$ cat config.mk
export PLATFORM = sky130hd
export DESIGN_NAME = uart_flow_ctrl
export DESIGN_NICKNAME = d
export VERILOG_FILES = /design/src/rtl/flowctl_pkg.sv /design/src/rtl/flowctl_rts_hyst.sv /design/src/rtl/flowctl_xmatch.sv /design/src/rtl/flowctl_tx_gate.sv /design/src/rtl/uart_flow_ctrl.sv
export SDC_FILE = /design/constraint.sdc
export NUM_CORES = 1
export LEC_CHECK = 0
export ABC_AREA = 1
export BUFFER_PORTS_ARGS = -buffer_cell sky130_fd_sc_hd__buf_4
export CORE_ASPECT_RATIO = 1.25
export CORE_UTILIZATION = 42
export CTS_BUF_LIST = sky130_fd_sc_hd__clkbuf_4
export DETAILED_ROUTE_END_ITERATION = 10
export HOLD_SLACK_MARGIN = 0.06
export PLACE_DENSITY = 0.82
export SKIP_CTS_REPAIR_TIMING = 1
export SLEW_MARGIN = 30
export SYNTH_ARGS = -nofsm -noshare
export SYNTH_HDL_FRONTEND = slang
export SYNTH_SLANG_ARGS = --single-unit
$ cat constraint.sdc
create_clock -name clk -period 1.12 [get_ports clk]
set_input_delay 0.112 -clock clk [delete_from_list [all_inputs] [get_ports clk]]
set_output_delay 0.112 -clock clk [all_outputs]
set_load 0.02 [all_outputs]
$ cat src/rtl/flowctl_pkg.sv
// Shared definitions for the UART flow control engine.
// Assumes the 2-bit set selector encoding used on both halves of the mode code.
package flowctl_pkg;
    typedef enum logic [1:0] {
        SET_NONE = 2'b00,
        SET_TWO  = 2'b01,
        SET_ONE  = 2'b10,
        SET_BOTH = 2'b11
    } charset_e;
endpackage

$ cat src/rtl/flowctl_rts_hyst.sv
// Receive-side watermark tracker: drives rts with hysteresis between a halt
// mark and a resume mark, both given in units of (1 << SCALE_SH) words.
// Assumes fill is a registered count from the receive FIFO.
module flowctl_rts_hyst #(
    parameter int FILL_W   = 8,
    parameter int LVL_W    = 4,
    parameter int SCALE_SH = 3
) (
    input  logic              clk,
    input  logic              rst_n,
    input  logic [FILL_W-1:0] fill,
    input  logic [LVL_W-1:0]  halt_lvl,
    input  logic [LVL_W-1:0]  resume_lvl,
    output logic              rts,
    output logic              halt_evt,
    output logic              resume_evt
);
    logic [FILL_W-1:0] halt_thr;
    logic [FILL_W-1:0] resume_thr;

    // Scale the 4-bit marks to word counts.
    always_comb begin
        halt_thr   = FILL_W'(halt_lvl) << SCALE_SH;
        resume_thr = FILL_W'(resume_lvl) << SCALE_SH;
    end

    // Hysteresis state and one-cycle transition pulses.
    always_ff @(posedge clk) begin
        if (!rst_n) begin
            rts        <= 1'b1;
            halt_evt   <= 1'b0;
            resume_evt <= 1'b0;
        end else begin
            halt_evt   <= 1'b0;
            resume_evt <= 1'b0;
            if (rts && fill >= halt_thr) begin
                rts      <= 1'b0;
                halt_evt <= 1'b1;
            end else if (!rts && fill <= resume_thr) begin
                rts        <= 1'b1;
                resume_evt <= 1'b1;
            end
        end
    end
endmodule

$ cat src/rtl/flowctl_xmatch.sv
// Transmit-side character matcher: compares received characters with the
// XON/XOFF codes of the selected set(s) and keeps the requested halt state.
// In both-set mode a match needs set 1 followed directly by set 2.
module flowctl_xmatch
    import flowctl_pkg::*;
#(
    parameter int CHAR_W = 8
) (
    input  logic              clk,
    input  logic              rst_n,
    input  charset_e          sel,
    input  logic [CHAR_W-1:0] xon1,
    input  logic [CHAR_W-1:0] xon2,
    input  logic [CHAR_W-1:0] xoff1,
    input  logic [CHAR_W-1:0] xoff2,
    input  logic              strobe,
    input  logic [CHAR_W-1:0] ch,
    output logic              halt_want,
    output logic              special_evt
);
    logic prev_xoff1;
    logic prev_xon1;
    logic hit_off;
    logic hit_on;

    // Decode a match for the current character under the selected set.
    always_comb begin
        hit_off = 1'b0;
        hit_on  = 1'b0;
        if (strobe) begin
            case (sel)
                SET_ONE: begin
                    hit_off = (ch == xoff1);
                    hit_on  = (ch == xon1);
                end
                SET_TWO: begin
                    hit_off = (ch == xoff2);
                    hit_on  = (ch == xon2);
                end
                SET_BOTH: begin
                    hit_off = prev_xoff1 && (ch == xoff2);
                    hit_on  = prev_xon1 && (ch == xon2);
                end
                default: ;
            endcase
        end
    end

    // Remember whether the previous character opened a two-character pair.
    always_ff @(posedge clk) begin
        if (!rst_n) begin
            prev_xoff1 <= 1'b0;
            prev_xon1  <= 1'b0;
        end else if (strobe) begin
            prev_xoff1 <= (ch == xoff1);
            prev_xon1  <= (ch == xon1);
        end
    end

    // Requested halt state and the match event pulse; XOFF wins a tie.
    always_ff @(posedge clk) begin
        if (!rst_n) begin
            halt_want   <= 1'b0;
            special_evt <= 1'b0;
        end else begin
            special_evt <= hit_off || hit_on;
            if (sel == SET_NONE)
                halt_want <= 1'b0;
            else if (hit_off)
                halt_want <= 1'b1;
            else if (hit_on)
                halt_want <= 1'b0;
        end
    end
endmodule

$ cat src/rtl/flowctl_tx_gate.sv
// Transmit gate: applies the requested halt only at character boundaries
// and queues injected XON/XOFF characters on watermark transitions.
// Assumes the serializer pulses tx_start when it begins a character and
// tx_char_done when it ends one, and takes the injected character first.
module flowctl_tx_gate
    import flowctl_pkg::*;
#(
    parameter int CHAR_W = 8
) (
    input  logic              clk,
    input  logic              rst_n,
    input  charset_e          sel_rx,
    input  logic [CHAR_W-1:0] xon1,
    input  logic [CHAR_W-1:0] xon2,
    input  logic [CHAR_W-1:0] xoff1,
    input  logic [CHAR_W-1:0] xoff2,
    input  logic              halt_evt,
    input  logic              resume_evt,
    input  logic              halt_want,
    input  logic              tx_start,
    input  logic              tx_char_done,
    output logic              tx_enable,
    output logic              inj_valid,
    output logic [CHAR_W-1:0] inj_char
);
    logic in_progress;
    logic halted;
    logic inj_pending;
    logic inj_is_off;
    logic inj_second;
    logic use_set2;

    // Track whether a character is on the line.
    always_ff @(posedge clk) begin
        if (!rst_n)
            in_progress <= 1'b0;
        else if (tx_start)
            in_progress <= 1'b1;
        else if (tx_char_done)
            in_progress <= 1'b0;
    end

    // Adopt the requested halt state only between characters.
    always_ff @(posedge clk) begin
        if (!rst_n)
            halted <= 1'b0;
        else if (!in_progress || tx_char_done)
            halted <= halt_want;
    end

    // Injection queue: the latest watermark transition wins.
    always_ff @(posedge clk) begin
        if (!rst_n) begin
            inj_pending <= 1'b0;
            inj_is_off  <= 1'b0;
            inj_second  <= 1'b0;
        end else if ((halt_evt || resume_evt) && sel_rx != SET_NONE) begin
            inj_pending <= 1'b1;
            inj_is_off  <= halt_evt;
            inj_second  <= 1'b0;
        end else if (tx_start && inj_valid) begin
            if (sel_rx == SET_BOTH && !inj_second)
                inj_second <= 1'b1;
            else
                inj_pending <= 1'b0;
        end
    end

    // Outputs toward the serializer.
    always_comb begin
        use_set2  = (sel_rx == SET_TWO) || inj_second;
        inj_valid = inj_pending && !in_progress;
        tx_enable = !halted && !inj_pending;
        if (inj_is_off)
            inj_char = use_set2 ? xoff2 : xoff1;
        else
            inj_char = use_set2 ? xon2 : xon1;
    end
endmodule

$ cat src/rtl/uart_flow_ctrl.sv
// UART flow control engine top: hardware rts watermarks with hysteresis,
// XON/XOFF matching for the local transmitter and XON/XOFF injection.
// Assumes a FIFO of FIFO_DEPTH words and marks scaled by LVL_SCALE words.
module uart_flow_ctrl
    import flowctl_pkg::*;
#(
    parameter int FIFO_DEPTH = 128,
    parameter int LVL_W      = 4,
    parameter int LVL_SCALE  = 8,
    parameter int CHAR_W     = 8
) (
    input  logic                              clk,
    input  logic                              rst_n,
    input  logic [3:0]                        cfg_mode,
    input  logic [LVL_W-1:0]                  cfg_halt_lvl,
    input  logic [LVL_W-1:0]                  cfg_resume_lvl,
    input  logic [CHAR_W-1:0]                 cfg_xon1,
    input  logic [CHAR_W-1:0]                 cfg_xon2,
    input  logic [CHAR_W-1:0]                 cfg_xoff1,
    input  logic [CHAR_W-1:0]                 cfg_xoff2,
    input  logic [$clog2(FIFO_DEPTH+1)-1:0]   rx_fill,
    input  logic                              rx_strobe,
    input  logic [CHAR_W-1:0]                 rx_char,
    input  logic                              tx_start,
    input  logic                              tx_char_done,
    output logic                              rts,
    output logic                              tx_enable,
    output logic                              inj_valid,
    output logic [CHAR_W-1:0]                 inj_char,
    output logic                              special_evt
);
    localparam int FILL_W   = $clog2(FIFO_DEPTH + 1);
    localparam int SCALE_SH = $clog2(LVL_SCALE);

    charset_e sel_rx;
    charset_e sel_tx;
    logic     halt_evt;
    logic     resume_evt;
    logic     halt_want;

    // Split the mode code into its two set selectors.
    always_comb begin
        sel_rx = charset_e'(cfg_mode[3:2]);
        sel_tx = charset_e'(cfg_mode[1:0]);
    end

    flowctl_rts_hyst #(
        .FILL_W   (FILL_W),
        .LVL_W    (LVL_W),
        .SCALE_SH (SCALE_SH)
    ) u_rts (
        .clk        (clk),
        .rst_n      (rst_n),
        .fill       (rx_fill),
        .halt_lvl   (cfg_halt_lvl),
        .resume_lvl (cfg_resume_lvl),
        .rts        (rts),
        .halt_evt   (halt_evt),
        .resume_evt (resume_evt)
    );

    flowctl_xmatch #(
        .CHAR_W (CHAR_W)
    ) u_match (
        .clk         (clk),
        .rst_n       (rst_n),
        .sel         (sel_tx),
        .xon1        (cfg_xon1),
        .xon2        (cfg_xon2),
        .xoff1       (cfg_xoff1),
        .xoff2       (cfg_xoff2),
        .strobe      (rx_strobe),
        .ch          (rx_char),
        .halt_want   (halt_want),
        .special_evt (special_evt)
    );

    flowctl_tx_gate #(
        .CHAR_W (CHAR_W)
    ) u_gate (
        .clk          (clk),
        .rst_n        (rst_n),
        .sel_rx       (sel_rx),
        .xon1         (cfg_xon1),
        .xon2         (cfg_xon2),
        .xoff1        (cfg_xoff1),
        .xoff2        (cfg_xoff2),
        .halt_evt     (halt_evt),
        .resume_evt   (resume_evt),
        .halt_want    (halt_want),
        .tx_start     (tx_start),
        .tx_char_done (tx_char_done),
        .tx_enable    (tx_enable),
        .inj_valid    (inj_valid),
        .inj_char     (inj_char)
    );
endmodule

==> flow_summary.rst <==
.. list-table::
   :header-rows: 1

   * - Metric
     - Value
   * - Sum Neg Setup Slack
     - -3320 ps
   * - Post-DP HPWL
     - 3450 µm
   * - Floorplan row count
     - 23
   * - Fraction of power consumed by combinational cells
     - 54.5%
   * - Post-Synthesis Cells
     - 249
   * - Total number of vias
     - 1,852
   * - Antenna violations before repair
     - 0
   * - Fraction of the cycle the final worst path needs
     - 139%
   * - Clock insertion delay at the later pin of the skew report
     - 270 ps
   * - Initial DRT Pass Iterations
     - 4
   * - Height of the die
     - 67.4 µm
   * - Synth Warn #
     - 0
   * - Slew at the pin with the worst max-slew slack
     - 339 ps
   * - TritonCTS clock tree
     - yes
   * - Leakage power figure
     - 1.16 nW
   * - Largest net degree at the start of global routing
     - 17
   * - Die area
     - 3660 µm²
   * - Total track usage
     - 24.3%
   * - RSZ-0062 raised after global routing
     - true
   * - Internal portion of total power
     - 0.00102 W
   * - Net load switching power
     - 0.000591 W
   * - Routed WL per cell
     - 11.8 µm
   * - Wire length reported by the detailed router
     - 4330 µm
   * - Antenna diode instance count
     - 0
   * - Seq cells post-synth
     - 12
   * - Pre-CTS setup slack
     - -195 ps
   * - Number of unique standard cell types used by synthesis
     - 31
   * - Arrival time worst endpoint
     - 1440 ps
   * - Count of boundary I/O pins
     - 77
   * - Area used by multi-input combinational logic
     - 1100 µm²
   * - Number of DRC markers in iteration 0
     - 24
   * - Net count reported at finish
     - 403
   * - Clock slew seen by the registers of the worst setup and hold paths
     - 70 ps
   * - Via density per instance
     - 5.06
   * - Max-slew violation count
     - 0
   * - Highest net fanout along the worst path
     - 8
   * - Via count of the first global-routing pass
     - 1,755
   * - Number of H-tree levels
     - 1
   * - Input/output buffers
     - 76
   * - Global route overflow
     - 0
   * - Max-cap violations
     - 0
   * - Violated checks
     - setup timing
   * - Worst min-delay path class
     - input port to flop
   * - Data required time of the worst path
     - 1010 ps
   * - Capturing element type of the critical path
     - output pin
   * - Clock Skew
     - 2.27 ps
   * - Root cell of the clock tree
     - sky130_fd_sc_hd__clkbuf_4
   * - Part of the total power dissipated in the clock network
     - 16.6%
   * - Synthesized net count
     - 322
   * - Syn avg cell area
     - 5.76 µm²
   * - Post-DRT Antenna Nets
     - 0
   * - Synthesized area
     - 1440 µm²
   * - Power per standard cell area
     - 721 nW/µm²
   * - Sort of element at the start of the critical path
     - flop
   * - Power share of the sequential group
     - 28.9%
   * - Final routed DRC violation total
     - 0
   * - Count of final hold-check violations
     - 0
   * - Total setup violations reported at the end of the flow
     - 9
   * - Clk sinks
     - 12
   * - Number of CTS-inserted buffers
     - 3
   * - Switch share
     - 36.7%
   * - Maximum clock insertion buffer count
     - 2
   * - Outcome
     - finished, violations left
   * - Layout Area Growth over Synthesis
     - 55.9%
   * - Core area
     - 3220 µm²
   * - Global-route wire length before repair
     - 6680 µm
   * - Sequential-to-total area share from yosys stat
     - 16.7%
   * - Final Wtd Congestion
     - 0.901
   * - Die width
     - 54.3 µm
   * - Headroom to the max-slew limit
     - 77.4%
   * - Worst Path Class, Setup
     - flop to output pin
   * - Period minus WS final
     - 1560 ps
   * - Share of post-route cells with drive strength above 1
     - 35.3%
   * - Fillers
     - 300
   * - Initial standard-cell utilization of the core
     - 44.5%
   * - Total power
     - 0.00161 W
   * - Worst setup slack after layout
     - -436 ps
   * - Maximum vdd ir drop
     - 0.613 mV
   * - Sequential cell area
     - 244 µm²
   * - Max frequency
     - 643 MHz
critical path, cell delays in order (launching register included):
cell	delay, ps
sky130_fd_sc_hd__dfxtp_2	340
sky130_fd_sc_hd__o21ai_4	230
sky130_fd_sc_hd__buf_12	170
sky130_fd_sc_hd__o21ai_1	80
sky130_fd_sc_hd__o22ai_2	200
sky130_fd_sc_hd__buf_6	140
layout by cell type, fill, tap and decap left out, types with 2 or more instances in the layout:
cell and instances:
sky130_fd_sc_hd__buf_4 73, sky130_fd_sc_hd__nand2_1 56, sky130_fd_sc_hd__nor2_1 40, sky130_fd_sc_hd__inv_1 30, sky130_fd_sc_hd__o21ai_1 16, sky130_fd_sc_hd__xnor2_1 13, sky130_fd_sc_hd__dfxtp_1 9, sky130_fd_sc_hd__o22ai_2 8
sky130_fd_sc_hd__o21ai_0 8, sky130_fd_sc_hd__ha_1 8, sky130_fd_sc_hd__inv_2 7, sky130_fd_sc_hd__a21oi_1 7, sky130_fd_sc_hd__nand3_1 6, sky130_fd_sc_hd__xor2_1 6, sky130_fd_sc_hd__buf_6 6, sky130_fd_sc_hd__nand2_2 4
sky130_fd_sc_hd__o21ai_2 3, sky130_fd_sc_hd__clkbuf_4 3, sky130_fd_sc_hd__dfxtp_2 3, sky130_fd_sc_hd__nand4_1 2, sky130_fd_sc_hd__o211ai_1 2, sky130_fd_sc_hd__clkinv_1 2, sky130_fd_sc_hd__a21oi_2 2
Yosys cell counts, drive strengths merged:
master   n  share of area, %
a21o     1              0.52
nor3     2               1.0
a211oi   1              0.52
nand4    2              0.87
o211ai   2               1.0
o21ai   28                10
clkinv   1              0.26
o22ai    8               3.5
o31ai    1              0.52
xnor2   13               7.9
xor2     6               3.7
a21oi    9               3.7
a31oi    1              0.44
dfxtp   12                17
or2      1              0.44
inv     38               9.9
nor2    41                11
nand3    6               2.1
o21a     1              0.52
buf      6               2.2
nand2   60                16
nand3b   1              0.52
ha       8               7.0
logic make-up after synthesis:
family,Yosys count,synth area share [%]
flip-flops,12,16.7
XOR/XNOR,19,11.6
AND/OR/NAND/NOR,113,31.6
buffers and inverters,45,12.4
AO/OA/AOI/OAI,52,20.8
adder cells (fa/ha/maj),8,6.97
power groups by stage:
stage / clock network (W) / logic [W] / registers (W)
after floorplan: 0 / 0.000444 / 0.000473
after global placement: 0 / 0.000804 / 0.000472
after detailed placement: 0 / 0.000818 / 0.000473
after CTS: 0.000273 / 0.000821 / 0.000463
after global routing: 0.000304 / 0.000964 / 0.000469
final: 0.000268 / 0.000880 / 0.000466
metrics by stage:
step | instance area (µm²) | utilization (%) | hold WS [ps] | cells
floorplan | 1510 | - | 205 | 249
global route | 2240 | 69.4 | 107 | 366
finish | 2240 | 69.4 | 116 | 366
CTS | 2160 | 66.9 | 35.7 | 364
detailed placement | 2130 | 66.1 | 324 | 360
global placement | 2130 | 66.1 | 322 | 360
registers in the layout, summed over array words and instances (netlist names):
signal	cells
u_match.halt_want	1
u_rts.rts	1
u_gate.in_progress	1
u_rts.halt_evt	1
u_gate.inj_is_off	1
u_gate.halted	1
u_match.prev_xon1	1
u_rts.resume_evt	1
u_gate.inj_second	1
u_match.special_evt	1
u_match.prev_xoff1	1
u_gate.inj_pending	1
final timing paths:
| kind | from | end | slack [ps] | depth (start not counted) |
|---|---|---|---|---|
| worst max-delay path | u_gate.inj_second | inj_char[2] | -440 | 5 |
| worst min register to register | u_match.halt_want | u_match.halt_want | 480 | 2 |
| worst max register to register | u_match.prev_xon1 | u_match.halt_want | -20 | 11 |
| worst min-delay path | tx_start | u_gate.inj_second | 120 | 3 |
metal layers:
| metal | GRT usage, % | share of wire [%] |
|---|---|---|
| met1 | 24.9 | 39 |
| met2 | 47.9 | 54 |
| met3 | 3.83 | 5.8 |
| met4 | 7.05 | 1.0 |
| met5 | 0 | 0 |
area by class of cell:
cell class,instances,share of cell area [%]
flip-flops and latches,12,10.9
clock inverters,1,0.168
clock buffers,3,1.01
repair buffers,82,30.0
inverters,39,6.66
multi-input cells,192,49.2
well taps,37,2.07
Power figures use the tool's default switching activity.
